--- src/rtl/pio_pkg.sv ---
package pio_pkg;
  localparam int WORD_W  = 12;
  localparam int CHAR_W  = 8;
  localparam int OPC_W   = 3;
  localparam int DEV_W   = 6;
  localparam int FN_W    = 3;
  localparam logic [OPC_W-1:0] OPC_IO  = 3'd6;
  localparam logic [DEV_W-1:0] DEV_KBD = 6'd3;
  localparam logic [DEV_W-1:0] DEV_PRT = 6'd4;

  typedef struct packed {
    logic skip;
    logic clr;
    logic xfer;
    logic none;
  } fn_bits_t;

  // Split a function code into its independent action bits.
  function automatic fn_bits_t split_fn(input logic [FN_W-1:0] fn);
    fn_bits_t r;
    r.skip = fn[0];
    r.clr  = fn[1];
    r.xfer = fn[2];
    r.none = (fn == '0);
    return r;
  endfunction

  // Keyboard accumulator result: the clear happens first, then the OR of the character.
  function automatic logic [WORD_W-1:0] kbd_ac(input logic [WORD_W-1:0] ac,
                                               input logic [CHAR_W-1:0] chr,
                                               input logic clr, input logic rd);
    logic [WORD_W-1:0] t;
    t = clr ? '0 : ac;
    if (rd) t[CHAR_W-1:0] = t[CHAR_W-1:0] | chr;
    return t;
  endfunction
endpackage

--- src/rtl/pio_decode.sv ---
module pio_decode
  import pio_pkg::*;
#(
  parameter int W = WORD_W,
  parameter logic [DEV_W-1:0] KBD_ID = DEV_KBD,
  parameter logic [DEV_W-1:0] PRT_ID = DEV_PRT
) (
  input  logic         valid,
  input  logic [W-1:0] instr,
  output logic         kbd_sel,
  output logic         prt_sel,
  output fn_bits_t     fn
);
  localparam int OPC_LSB = W - OPC_W;
  localparam int DEV_LSB = FN_W;

  logic io_op;
  logic [DEV_W-1:0] dev;

  assign io_op   = valid && (instr[W-1:OPC_LSB] == OPC_IO);
  assign dev     = instr[DEV_LSB +: DEV_W];
  assign kbd_sel = io_op && (dev == KBD_ID);
  assign prt_sel = io_op && (dev == PRT_ID);
  assign fn      = split_fn(instr[FN_W-1:0]);
endmodule

--- src/rtl/pio_kbd.sv ---
module pio_kbd
  import pio_pkg::*;
#(
  parameter int W = WORD_W,
  parameter int C = CHAR_W
) (
  input  logic         clk,
  input  logic         rst_n,
  input  logic         sel,
  input  fn_bits_t     fn,
  input  logic [W-1:0] ac_in,
  input  logic         ext_valid,
  input  logic [C-1:0] ext_data,
  output logic [W-1:0] ac_out,
  output logic         skip,
  output logic         flag
);
  logic [C-1:0] buf_q;
  logic flag_clr;

  assign flag_clr = sel && (fn.none || fn.clr);
  assign skip     = sel && fn.skip && flag;
  assign ac_out   = sel ? kbd_ac(ac_in, buf_q, fn.clr, fn.xfer) : ac_in;

  always_ff @(posedge clk) begin
    if (!rst_n) begin
      buf_q <= '0;
      flag  <= 1'b0;
    end else begin
      if (ext_valid) begin
        buf_q <= ext_data;
        flag  <= 1'b1;
      end else if (flag_clr) begin
        flag  <= 1'b0;
      end
    end
  end

  p_arrival_sets_r6: assert property (@(posedge clk) disable iff (!rst_n)
    ext_valid |=> flag && (buf_q == $past(ext_data)));
  p_clear_drops_r4: assert property (@(posedge clk) disable iff (!rst_n)
    (flag_clr && !ext_valid) |=> !flag);
  p_upper_kept_r5: assert property (@(posedge clk) disable iff (!rst_n)
    (sel && !fn.clr) |-> (ac_out[W-1:C] == ac_in[W-1:C]));
  p_no_flag_no_skip_r3: assert property (@(posedge clk) disable iff (!rst_n)
    !flag |-> !skip);
endmodule

--- src/rtl/pio_prt.sv ---
module pio_prt
  import pio_pkg::*;
#(
  parameter int W = WORD_W,
  parameter int C = CHAR_W
) (
  input  logic         clk,
  input  logic         rst_n,
  input  logic         sel,
  input  fn_bits_t     fn,
  input  logic [W-1:0] ac_in,
  input  logic         done,
  output logic         skip,
  output logic         flag,
  output logic         out_valid,
  output logic [C-1:0] out_data
);
  logic start, flag_set, flag_clr;

  assign start    = sel && fn.xfer;
  assign flag_set = done || (sel && fn.none);
  assign flag_clr = sel && fn.clr;
  assign skip     = sel && fn.skip && flag;

  always_ff @(posedge clk) begin
    if (!rst_n) begin
      flag      <= 1'b0;
      out_valid <= 1'b0;
      out_data  <= '0;
    end else begin
      out_valid <= start;
      if (start) out_data <= ac_in[C-1:0];
      if (flag_set)      flag <= 1'b1;
      else if (flag_clr) flag <= 1'b0;
    end
  end

  p_start_emits_r8: assert property (@(posedge clk) disable iff (!rst_n)
    start |=> out_valid && (out_data == $past(ac_in[C-1:0])));
  p_idle_quiet_r8: assert property (@(posedge clk) disable iff (!rst_n)
    !start |=> !out_valid);
  p_done_sets_r9: assert property (@(posedge clk) disable iff (!rst_n)
    done |=> flag);
  p_no_flag_no_skip_r3: assert property (@(posedge clk) disable iff (!rst_n)
    !flag |-> !skip);
endmodule

--- src/rtl/pio_flag_ctrl.sv ---
module pio_flag_ctrl
  import pio_pkg::*;
#(
  parameter int W = WORD_W,
  parameter int C = CHAR_W
) (
  input  logic         clk,
  input  logic         rst_n,
  input  logic         io_valid,
  input  logic [W-1:0] io_instr,
  input  logic [W-1:0] io_ac_in,
  output logic [W-1:0] io_ac_out,
  output logic         io_skip,
  input  logic         kbd_valid,
  input  logic [C-1:0] kbd_data,
  output logic         prt_valid,
  output logic [C-1:0] prt_data,
  input  logic         prt_done
);
  logic kbd_sel, prt_sel, kbd_skip, prt_skip, kbd_flag, prt_flag;
  fn_bits_t fn;
  logic [W-1:0] kbd_ac_out;

  pio_decode #(.W(W)) u_dec (
    .valid(io_valid), .instr(io_instr),
    .kbd_sel(kbd_sel), .prt_sel(prt_sel), .fn(fn)
  );

  pio_kbd #(.W(W), .C(C)) u_kbd (
    .clk(clk), .rst_n(rst_n), .sel(kbd_sel), .fn(fn), .ac_in(io_ac_in),
    .ext_valid(kbd_valid), .ext_data(kbd_data),
    .ac_out(kbd_ac_out), .skip(kbd_skip), .flag(kbd_flag)
  );

  pio_prt #(.W(W), .C(C)) u_prt (
    .clk(clk), .rst_n(rst_n), .sel(prt_sel), .fn(fn), .ac_in(io_ac_in),
    .done(prt_done), .skip(prt_skip), .flag(prt_flag),
    .out_valid(prt_valid), .out_data(prt_data)
  );

  assign io_ac_out = kbd_ac_out;
  assign io_skip   = kbd_skip | prt_skip;

  p_foreign_ignored_r2: assert property (@(posedge clk) disable iff (!rst_n)
    (!kbd_sel && !prt_sel) |-> (io_ac_out == io_ac_in) && !io_skip);
  p_idle_ignored_r10: assert property (@(posedge clk) disable iff (!rst_n)
    !io_valid |-> (io_ac_out == io_ac_in) && !io_skip);
  p_prt_keeps_ac_r7: assert property (@(posedge clk) disable iff (!rst_n)
    prt_sel |-> (io_ac_out == io_ac_in));
  p_one_selected_r2: assert property (@(posedge clk) disable iff (!rst_n)
    $onehot0({kbd_sel, prt_sel}));
  p_reset_flags_r1: assert property (@(posedge clk)
    $fell(rst_n) |=> !kbd_flag && !prt_flag && !prt_valid);
endmodule

--- config.mk ---
export PLATFORM = sky130hd
export DESIGN_NAME = pio_flag_ctrl
export DESIGN_NICKNAME = d
export VERILOG_FILES = /design/src/rtl/pio_pkg.sv /design/src/rtl/pio_decode.sv /design/src/rtl/pio_kbd.sv /design/src/rtl/pio_prt.sv /design/src/rtl/pio_flag_ctrl.sv
export SDC_FILE = /design/constraint.sdc
export NUM_CORES = 1
export LEC_CHECK = 0
export BUFFER_PORTS_ARGS = -buffer_cell sky130_fd_sc_hd__buf_2
export CORE_ASPECT_RATIO = 1.75
export CORE_MARGIN = 5
export CORE_UTILIZATION = 42
export DETAILED_ROUTE_END_ITERATION = 10
export PLACE_DENSITY = 0.81
export REMOVE_ABC_BUFFERS = 1
export SYNTH_ARGS = -nofsm -noshare
export SYNTH_HDL_FRONTEND = slang
export SYNTH_HIERARCHICAL = 1
export SYNTH_SLANG_ARGS = --single-unit
--- constraint.sdc ---
create_clock -name clk -period 2.95 [get_ports clk]
set_input_delay 0.4425 -clock clk [delete_from_list [all_inputs] [get_ports clk]]
set_output_delay 0.4425 -clock clk [all_outputs]
set_load 0.05 [all_outputs]
==> metrics.txt <==
die area 3450 sq um; Syn. warnings 6; f_max roughly 360 MHz; crit path launch type input port; post-detail-place hpwl between 2000 and 2500 microns; post-route cell area approximately 1300 sq um; largest net degree at the start of global routing 20; Fin Setup TNS 0 ns; I/O Buffers 58; Layout Skew 0 ns; clock slew at reported path FFs ~0.07 ns; Die Ht approximately 74 microns; GR Util All Layers 14.9%; post-CTS setup buffer count 0; path type of the worst setup path input port to output port; Synth Register Bits 19; CP Data Arrival Time about 2.3 ns; I/O pins between 50 and 60; number of global-route vias before repair roughly 900; Sw Share a little over a quarter; Int Pwr roughly 0.40 mW; Worst Max-Slew Pin Slew roughly 0.34 ns; hold bufs inserted after CTS 0; Max-Cap Viols 0; r2r setup slk ~2.2 ns; P_leak ~0.67 nW; Clock Latency Late Sink 0.25 ns; drt pass-1 iters 4; diode count 0; clock period minus worst slack about 2.8 ns; TritonCTS buffer count 3; worst-path fanout max 8; Synth cell types 27; Most Frequent Cell on Critical Path buf_2; Clock Path Buffers 2; Worst setup EP type output port; wirelength, routed between 2000 and 3000 microns; via count 913; switching power roughly 0.14 mW; drt wl/cell about 14 microns; post-CTS sizing 0; Setup-failing EPs final 0; Tcrit/Tclk final a little over nine tenths; PwrDens roughly 420 nW/um^2; crit-path cells buf_2, or4b_1, nor4_1, buf_4, and2_1, a22o_1, buf_2; Antenna Nets Post-Route 0; Rows 23; Starting Density a little over two fifths; GRT overflow 0; Root Driver clkbuf_8; fin util between 50% and 60%; fin. max-slew vios 0; Syn-to-layout area delta 31.9%; sequential area share after synthesis between 30% and 40%; Final Total Pwr between 0.5 and 0.6 mW; CTS sink cnt 19; delay of the slowest critical-path stage ~0.57 ns; RSZ-0062 raised after global routing false; Max IR drop VDD 0.000278 V; first-pass GRT wire length ~3800 microns; Core ar. about 2300 sq um; commonest non-fill, non-tap cell in the layout buf_2; Residual DRC 0; TritonCTS clock tree done; fraction of layout cells with a size suffix above 1 between 40% and 50%; Combinational Power Share a little under a fifth; Mapped Cells 101; status completed; fillcell total 210; Starting DRT DRC Count 19; vias per cell around 5.1; GPL Wtd Cong 0.687; Flop pwr share approximately half; Worst Hold Class input port to register; CP Data Required Time 2.51 ns; post-placement cell area between 1000 and 1500 sq um; critical path's slowest cell or4b_1; clock group share of total power a little under a third; CTS H-tree lvls 1; Mean Syn Cell Area 9.76 sq um; Mapped Area a little under 1000 sq um; NumNets Final 193; Die Width around 47 microns; initial antenna violation count 0; worst relative slew slack 77.3%; Final Hold Fails 0; commonest cells after routing, fill and taps aside buf_2, dfxtp_1
registers in the layout (all words and copies together), names as in the netlist:
| register | cells |
|---|---|
| u_kbd/flag | 1 |
| u_prt/out_data | 8 |
| u_prt/out_valid | 1 |
| u_kbd/buf_q | 8 |
| u_prt/flag | 1 |
layout make-up:
type	count	area, sq um	share of cell area, %
multi-input combinational	71	534	41.1
inverter	1	3.75	0.289
tap	25	31.3	2.41
clock buffer	4	45.0	3.46
timing repair buffer	60	305	23.5
sequential	19	380	29.3
logic make-up (layout without fill, tap and decap cells):
| group | Yosys count | in the layout | share of synthesized area, % |
|---|---|---|---|
| DFF | 19 | 19 | 38.6 |
| AOI/OAI and AO/OA | 29 | 29 | 22.7 |
| buffers and inverters | 11 | 65 | 7.87 |
| and+or+nand+nor | 34 | 34 | 22.7 |
| muxes | 8 | 8 | 8.12 |
per-stage QoR:
| stage | worst slack [ns] | hold WS [ns] | std cells |
|---|---|---|---|
| after CTS | 0.186 | 0.434 | 180 |
| final | 0.170 | 0.438 | 180 |
| after detailed placement | 0.201 | 0.508 | 176 |
| after floorplan | -0.320 | 0.475 | 91 |
| after global routing | 0.0559 | 0.455 | 180 |
| after global placement | 0.236 | 0.487 | 176 |
critical path: cells and delay by family:
family | cells | cell delay [ns]
and+or+nand+nor | 3 | 1.19
buffers and inverters | 3 | 0.54
AOI/OAI and AO/OA | 1 | 0.18
routing by layer:
metal	up-vias	track usage, %	part of all wire, %
met5	-	0	0
met4	0	8.31	1.4
met3	4	2.91	7.6
met2	31	28.1	56
met1	414	13.9	35
li1	464	-	-
path summary, 6_finish.rpt:
path                                      from             end  depth (start not counted)
worst min-delay path                  prt_done      u_prt/flag                          3
worst min register to register  u_kbd/buf_q[1]  u_kbd/buf_q[1]                          2
worst max-delay path               io_instr[6]    io_ac_out[1]                          7
worst max register to register      u_prt/flag      u_prt/flag                          2
synthesized netlist by cell type, drive strengths merged:
cell type	n	area, sq um
clkbuf	3	13.8
nand2	2	10.0
o21ai	1	5.00
and3	11	78.8
nand3b	1	7.51
a22o	8	70.1
dfxtp	19	380
buf	7	60.1
or4b	1	10.0
mux2i	8	80.1
nand2b	1	6.26
a21boi	9	67.6
a21bo	1	10.0
and2	5	31.3
inv	1	3.75
o21a	8	60.1
nor3	1	5.00
nor4	2	12.5
nor2b	8	50.1
a31oi	1	6.26
or2	2	12.5
a21oi	1	5.00
power by group through the flow:
stage	Sequential, mW	Clock (mW)	Combinational [mW]
after floorplan	0.274	0	0.0566
after global placement	0.274	0	0.0993
after detailed placement	0.275	0	0.101
after CTS	0.269	0.183	0.101
after global routing	0.270	0.189	0.107
final	0.269	0.174	0.100
(Power assumes the default switching activity.)
